$ cat config.mk
export PLATFORM = sky130hd
export DESIGN_NAME = gcnt_top
export DESIGN_NICKNAME = d
export VERILOG_FILES = /design/src/rtl/gcnt_pkg.sv /design/src/rtl/gcnt_sync.sv /design/src/rtl/gcnt_ticker.sv /design/src/rtl/gcnt_accum.sv /design/src/rtl/gcnt_top.sv
export SDC_FILE = /design/constraint.sdc
export NUM_CORES = 1
export LEC_CHECK = 0
export ABC_AREA = 1
export BUFFER_PORTS_ARGS = -buffer_cell sky130_fd_sc_hd__buf_2
export CAP_MARGIN = 20
export CORE_UTILIZATION = 30
export CTS_BUF_LIST = sky130_fd_sc_hd__clkbuf_16
export CTS_CLUSTER_DIAMETER = 150
export DETAILED_ROUTE_END_ITERATION = 8
export MAX_ROUTING_LAYER = met4
export SLEW_MARGIN = 10
export SYNTH_ARGS = -nofsm -noshare
export SYNTH_HDL_FRONTEND = slang
export SYNTH_SLANG_ARGS = --single-unit
$ cat constraint.sdc
create_clock -name clk -period 2 [get_ports clk]
set_input_delay 0.2 -clock clk [delete_from_list [all_inputs] [get_ports clk]]
set_output_delay 0.2 -clock clk [all_outputs]
set_load 0.02 [all_outputs]
$ cat src/rtl/gcnt_pkg.sv
`timescale 1ns/1ps
package gcnt_pkg;

  typedef enum logic [2:0] {
    GC_IDLE,
    GC_SETTLE,
    GC_ARM,
    GC_MEASURE,
    GC_HOLD
  } gc_state_e;

  localparam int TICK_W = 7;

  function automatic logic [TICK_W-1:0] settle_ticks(input logic [1:0] gate, input logic keep);
    if (keep)         return TICK_W'(2);
    else if (gate[1]) return TICK_W'(8);
    else              return TICK_W'(4);
  endfunction

  function automatic logic [TICK_W-1:0] window_ticks(input logic [1:0] gate);
    case (gate)
      2'b00:   return TICK_W'(4);
      2'b01:   return TICK_W'(8);
      2'b10:   return TICK_W'(32);
      default: return TICK_W'(64);
    endcase
  endfunction

  function automatic logic [1:0] period_span(input logic [1:0] gate);
    return gate[1] ? 2'd2 : 2'd1;
  endfunction

endpackage

$ cat src/rtl/gcnt_sync.sv
`timescale 1ns/1ps
module gcnt_sync #(
  parameter int STAGES = 2
) (
  input  logic clk,
  input  logic rst_n,
  input  logic d_i,
  output logic rise_o
);
  logic [STAGES-1:0] shreg;
  logic              last_q;

  always_ff @(posedge clk or negedge rst_n) begin
    if (!rst_n) begin
      shreg  <= '0;
      last_q <= 1'b0;
    end else begin
      shreg  <= {shreg[STAGES-2:0], d_i};
      last_q <= shreg[STAGES-1];
    end
  end

  assign rise_o = shreg[STAGES-1] & ~last_q;

  // a rising edge needs a low sample first, so two detections never sit in adjacent cycles
  p_rise_isolated_r3: assert property (@(posedge clk) disable iff (!rst_n)
    rise_o |=> !rise_o);
endmodule

$ cat src/rtl/gcnt_ticker.sv
`timescale 1ns/1ps
module gcnt_ticker #(
  parameter int TW = 7
) (
  input  logic          clk,
  input  logic          rst_n,
  input  logic          clr_i,
  input  logic          tick_i,
  input  logic [TW-1:0] limit_i,
  output logic          hit_o
);
  logic [TW-1:0] cnt_q;

  assign hit_o = tick_i && (cnt_q == limit_i - 1'b1);

  always_ff @(posedge clk or negedge rst_n) begin
    if (!rst_n)              cnt_q <= '0;
    else if (clr_i || hit_o) cnt_q <= '0;
    else if (tick_i)         cnt_q <= cnt_q + 1'b1;
  end

  // the tick count never runs past the active limit
  p_tick_in_range_r5: assert property (@(posedge clk) disable iff (!rst_n || clr_i)
    cnt_q < limit_i);
endmodule

$ cat src/rtl/gcnt_accum.sv
`timescale 1ns/1ps
module gcnt_accum #(
  parameter int W = 20
) (
  input  logic         clk,
  input  logic         rst_n,
  input  logic         clr_i,
  input  logic         inc_i,
  output logic [W-1:0] value_o
);
  localparam logic [W-1:0] MAXV = '1;

  always_ff @(posedge clk or negedge rst_n) begin
    if (!rst_n)                         value_o <= '0;
    else if (clr_i)                     value_o <= '0;
    else if (inc_i && value_o != MAXV)  value_o <= value_o + 1'b1;
  end

  p_no_overflow_r8: assert property (@(posedge clk) disable iff (!rst_n)
    (value_o == MAXV && !clr_i) |=> value_o == MAXV);
endmodule

$ cat src/rtl/gcnt_top.sv
`timescale 1ns/1ps
module gcnt_top
  import gcnt_pkg::*;
#(
  parameter int COUNT_W     = 20,
  parameter int SYNC_STAGES = 2
) (
  input  logic               clk,
  input  logic               rst_n,
  input  logic               ms_tick_i,
  input  logic               start_i,
  input  logic [1:0]         src_mode_i,
  input  logic [1:0]         gate_sel_i,
  input  logic               bias_keep_i,
  input  logic               hi_in_i,
  input  logic               lo_in_i,
  output logic [COUNT_W-1:0] count_o,
  output logic               done_o,
  output logic               pulldown_en_o
);
  localparam int NSRC = 2;

  gc_state_e         state_q, state_d;
  logic [1:0]        mode_q, gate_q;
  logic              keep_q;
  logic [NSRC-1:0]   raw_in, rise;
  logic              freq_mode, edge_sel;
  logic [1:0]        span_q;
  logic              tick_en, tick_clr, tick_hit;
  logic [TICK_W-1:0] tick_limit;
  logic              acc_inc, acc_clr, last_period;

  assign raw_in = {hi_in_i, lo_in_i};

  for (genvar g = 0; g < NSRC; g++) begin : g_sync
    gcnt_sync #(.STAGES(SYNC_STAGES)) u_sync (
      .clk(clk), .rst_n(rst_n), .d_i(raw_in[g]), .rise_o(rise[g])
    );
  end

  assign freq_mode = (mode_q != 2'b00);
  assign edge_sel  = mode_q[1] ? rise[1] : rise[0];

  // configuration is captured as start rises
  always_ff @(posedge clk or negedge rst_n) begin
    if (!rst_n) begin
      mode_q <= 2'b00;
      gate_q <= 2'b00;
      keep_q <= 1'b0;
    end else if (state_q == GC_IDLE && start_i) begin
      mode_q <= src_mode_i;
      gate_q <= gate_sel_i;
      keep_q <= bias_keep_i;
    end
  end

  assign tick_limit = (state_q == GC_SETTLE) ? settle_ticks(gate_q, keep_q) : window_ticks(gate_q);
  assign tick_en    = ms_tick_i && ((state_q == GC_SETTLE) || (state_q == GC_MEASURE && freq_mode));
  assign tick_clr   = !((state_q == GC_SETTLE) || (state_q == GC_MEASURE));

  gcnt_ticker #(.TW(TICK_W)) u_ticker (
    .clk(clk), .rst_n(rst_n), .clr_i(tick_clr), .tick_i(tick_en),
    .limit_i(tick_limit), .hit_o(tick_hit)
  );

  // rising edges seen so far inside a period window
  always_ff @(posedge clk or negedge rst_n) begin
    if (!rst_n)                                   span_q <= '0;
    else if (state_q != GC_MEASURE)               span_q <= '0;
    else if (edge_sel)                            span_q <= span_q + 1'b1;
  end

  assign last_period = edge_sel && (span_q == period_span(gate_q) - 1'b1);

  always_comb begin
    state_d = state_q;
    unique case (state_q)
      GC_IDLE:    if (start_i) state_d = GC_SETTLE;
      GC_SETTLE:  if (tick_hit) state_d = freq_mode ? GC_MEASURE : GC_ARM;
      GC_ARM:     if (edge_sel) state_d = GC_MEASURE;
      GC_MEASURE: if (freq_mode ? tick_hit : last_period) state_d = GC_HOLD;
      GC_HOLD:    state_d = GC_HOLD;
      default:    state_d = GC_IDLE;
    endcase
    if (!start_i) state_d = GC_IDLE;
  end

  always_ff @(posedge clk or negedge rst_n) begin
    if (!rst_n) state_q <= GC_IDLE;
    else        state_q <= state_d;
  end

  assign acc_clr = !start_i || (state_q == GC_IDLE);
  assign acc_inc = (state_q == GC_MEASURE) && (freq_mode ? edge_sel : 1'b1);

  gcnt_accum #(.W(COUNT_W)) u_accum (
    .clk(clk), .rst_n(rst_n), .clr_i(acc_clr), .inc_i(acc_inc), .value_o(count_o)
  );

  assign done_o        = (state_q == GC_HOLD);
  assign pulldown_en_o = (state_q == GC_IDLE) && !bias_keep_i;

  p_idle_clears_r1: assert property (@(posedge clk) disable iff (!rst_n)
    !start_i |=> (count_o == '0 && !done_o));

  p_hold_frozen_r7: assert property (@(posedge clk) disable iff (!rst_n)
    (done_o && start_i) |=> (done_o && $stable(count_o)));

  p_pulldown_idle_r6: assert property (@(posedge clk) disable iff (!rst_n)
    pulldown_en_o |-> (count_o == '0 && !done_o));

  p_cfg_held_r9: assert property (@(posedge clk) disable iff (!rst_n)
    (state_q != GC_IDLE && start_i) |=> ($stable(mode_q) && $stable(gate_q) && $stable(keep_q)));
endmodule

==> impl.org <==
** Yosys
- The synthesized netlist devotes 38.0% of its cell area to simple gates.
- Syn_nets :: 355
- Leading area contributor after synthesis :: dfrtp_1
- Fraction of the mapped netlist area in compound gates :: 8.09%
- In the synthesized netlist, the number of instances is 340.
- Cell area after synthesis :: 2550 sq um
- Counting flops and latches in the post-synthesis netlist gives 43.
- After Yosys synthesis, full adders, half adders and majority gates account for 1.96% of the synthesized area.
- Fraction of synthesized cell area taken by the top area cell type :: 42.2%
- Avg Cell Area, Syn :: 7.50 sq um
- Sequential-to-total area share from yosys stat :: 42.2%
- Summing the areas of all xor and xnor instances in the mapped netlist gives 2.75% of the synthesized area.
- Cells taking the most area after synthesis :: dfrtp_1 (42%), nand2_1 (12%), inv_1 (5.4%)
- Warnings, synthesis :: 0
- In this run, distinct cell masters in the synthesized netlist total 33.
- Multiplexer fraction of the synthesized cell area :: 0.441%
- After synthesis, the largest family of logic cells by area is simple AND/OR/NAND/NOR gates.

** Global routing
- For this run, global-route usage on met3 was measured as 2.67%.
- The number of global-route vias before repair is 2342.
- The number of antenna violations at the first check in global routing is 0.
- GR Util All Layers :: 16.6%
- Global route overflow :: 0
- Entering global routing, the biggest net connects 25 pins.
- For met2 alone, demand over resource in global routing was 26.9%.
- After global routing, the most crowded layer is met2.
- For met1 alone, demand over resource in global routing was 20.9%.
- The first global-routing pass estimated 11100 microns of wire.

** Pwr
- IR analysis of the VDD net gives a maximum drop of 406 uV.
- Leakage Power :: 1.58 nW
- Total power per unit cell area :: 1150 nW/um^2

** Timing
- The smallest clock period supported by the final layout is computed as 2.20 ns.
- Final Max Slew Viols :: 0
- Actual slew at the worst max-slew pin :: 0.558 ns
- Final critical-path setup slack :: -0.195 ns
- Remaining max-slew budget at the tightest pin :: 62.8%
- Setup repair after global routing could not meet its margin everywhere.
- The count of final hold-check violations is 0.
- On the final layout, the worst clock skew is 0.00487 ns.
- Based on the critical path, the design can be clocked at up to 0.456 GHz.
- Final period utilization :: 110%
- Setup Viol. Count Final :: 10

** Worst setup path
- Most common cell type on the critical path :: nand2_2
- The largest single stage delay on the critical path is 0.45 ns.
- STA classifies the critical path endpoint as a flip-flop.
- Max Fanout on Critical Path :: 4
- Data on the critical path arrives at its endpoint at 2.41 ns.
- Max stage delay cell, worst path :: dfrtp_2
- The critical path is of the flip-flop to flip-flop type.
- Walking the worst path, the cells encountered are inv_2 > nand3_4 > nand2_2 > and3_4 > inv_2 > ha_4 > ha_4 > inv_2 > nand2_2 > nand3_2 > nor2_2 > nand2_2 > nor2_4 > nand2_4 > nand2_4 > nand2_2 > nand2_2 > nand2_1 > nor2_2.
- STA classifies the critical path startpoint as a flip-flop.
- Required @ worst endpoint :: 2.21 ns

** Final layout
- Area of the multi-input gates :: 1390 sq um
- Relative to the synthesized area, the layout overhead comes to 32.2%.
- Number of inserted filler cells in the final layout :: 851
- Most common cell after layout, fill and taps aside :: nand2_1
- Summing all non-filler instances in the final layout gives an area of 3370 sq um.
- Ratio of cells with drive above 1 in the final layout :: 27.7%
- The number of antenna diodes in the final layout is 0.
- At the end of the flow, the number of nets in the layout was 422.
- Storage element area :: 1080 sq um
- Most used cells in the layout excluding fill and tap cells :: nand2_1 (82), dfrtp_1 (42), inv_1 (34), nor2_1 (32), buf_2 (32)

** Routing
- Before antenna repair, the detailed router went through 4 iterations.
- Detailed routing inserted a total of 2494 vias.
- Routed Antenna Nets :: 0
- Detailed router's first-iteration violation count :: 93
- For this run, design rule violations remaining after detail routing come to 0.
- In the routed layout, each cell is associated on average with a via count of 4.86.
- Final wirelength :: 6670 microns
- Dividing the detail-routed wire length by the instance count gives 13.0 microns.

** Die
- The floorplan step defined a die boundary enclosing 8880 sq um.
- The initial utilization of the core area, before any placement, comes to 31.0%.
- The die is 94.2 microns wide.
- 33 I/O pins were placed.
- Measured along the y axis, the die boundary spans 94.2 microns.
- The region available for standard cell placement spans 8220 sq um.
- Number of standard-cell rows in the floorplan :: 33

** CTS
- CTS saw 43 sinks.
- Number of buffers created by CTS :: 5
- Root buffer cell :: clkbuf_16
- Clk_lat worst skew :: 0.28 ns
- Maximum clock insertion buffer count :: 2
- Clock tree from TritonCTS :: built
- Depth of the CTS H-tree :: 2
- CTS clk-pin slew, worst paths :: 0.06 ns

** Run status
- Violated checks :: setup timing
- Status :: complete, but fails checks

** Placement
- After legalization and detailed placement, the total HPWL measured 4930 microns.
- Summing all placed instances gives a cell area of 3080 sq um.
- Final weighted congestion of routability-driven global placement :: 0.894
- OpenSTA, run right after detailed placement, puts the worst setup slack at -0.216 ns.
- Number of buffer cells added on primary ports :: 32

** Job
- Across the run, the number of max-cap violations was 0.

** Min path
- The worst hold path belongs to the class input port to flip-flop.
[critical path: cells and delay by family (launching register included)]
family	cells	cell delay (ns)
flops	1	0.45
buf+inv	3	0.16
fa+ha+maj	2	0.41
simple gates	14	1.09
[power by group]
part           switching, mW  internal, mW  total (mW)
Sequential             0.100         0.973        1.07
Clock                  0.341         0.715        1.06
Combinational          0.990         0.743        1.73
Total                   1.43          2.43        3.86
[through the flow]
step | util (%) | TNS (ns) | hold slack (ns) | total power [mW] | cells
after floorplan | - | -0.699 | -0.0956 | 2.08 | 340
after global placement | 37.4 | -1.13 | 0.227 | 2.60 | 500
after detailed placement | 37.4 | -1.43 | 0.218 | 2.63 | 500
after CTS | 40.4 | -1.26 | 0.0157 | 3.80 | 512
after global routing | 41.1 | -2.67 | 0.0148 | 4.12 | 513
final | 41.1 | -1.30 | 0.0238 | 3.86 | 513
[metal layers]
layer,vias to the layer above,part of all wire (%)
met2,75,48
met5,-,0
met3,9,4.3
met4,0,1.5
met1,1159,46
li1,1251,-
[Yosys cell counts]
cell / number
inv_2: 3
xor2_1: 6
a21oi_2: 1
clkbuf_1: 1
mux2_2: 1
nor2_1: 35
or2_2: 1
nand2_4: 2
nor2_2: 4
a41oi_1: 1
a31oi_1: 1
o21ai_1: 1
nor3b_1: 2
o21a_1: 2
nor4_1: 1
o211ai_1: 1
nor2_8: 1
xnor2_1: 2
nor3_1: 12
a21oi_1: 17
and3_1: 1
nand3_1: 27
nand2_1: 84
buf_2: 3
nand3_2: 2
nand2_2: 8
o21ai_0: 14
inv_1: 37
nand4_1: 14
nor2_4: 2
dfrtp_1: 43
ha_1: 4
nand3b_1: 6
[kinds of logic after synthesis]
| kind of cell | Yosys count |
|---|---|
| adder cells (fa/ha/maj) | 4 |
| AO/OA/AOI/OAI | 38 |
| XOR/XNOR | 8 |
| AND/OR/NAND/NOR | 202 |
| multiplexers | 1 |
| buffers and inverters | 44 |
| flip-flops | 43 |
[registers in the layout, indices dropped and copies added, names as in the netlist]
register / flops
g_sync.u_sync.shreg: 4
g_sync.u_sync.last_q: 2
span_q: 2
keep_q: 1
u_accum.value_o: 20
gate_q: 2
u_ticker.cnt_q: 7
mode_q: 2
state_q: 3
[worst paths after layout]
kind                                           start                   endpoint  slack (ns)  cells past startpoint
max                                       state_q[2]                 state_q[2]       -0.20                     19
min                                          hi_in_i  g_sync[1].u_sync.shreg[0]        0.02                      1
max reg2reg                               state_q[2]                 state_q[2]       -0.20                     19
min reg2reg                g_sync[0].u_sync.shreg[0]  g_sync[0].u_sync.shreg[1]        0.35                      0
max in group asynchronous                      rst_n        u_accum.value_o[10]        1.05                      3
min in group asynchronous                      rst_n                  gate_q[1]        0.44                      2
[cell type report]
type	count	area share, %
inverter	40	4.45
sequential	43	31.9
tap	105	3.89
timing repair buffer	64	12.8
clock inverter	3	2.00
multi-input combinational	253	41.2
clock buffer	5	3.71
[timing repair]
item,4_1_cts,5_1_grt
buffers inserted,3,1
endpoints found under the hold margin,21,0
pin swaps,2,0
endpoints found under the setup margin,10,20
hold buffers,1,0
resized for setup,7,11
(Power assumes the default switching activity.)
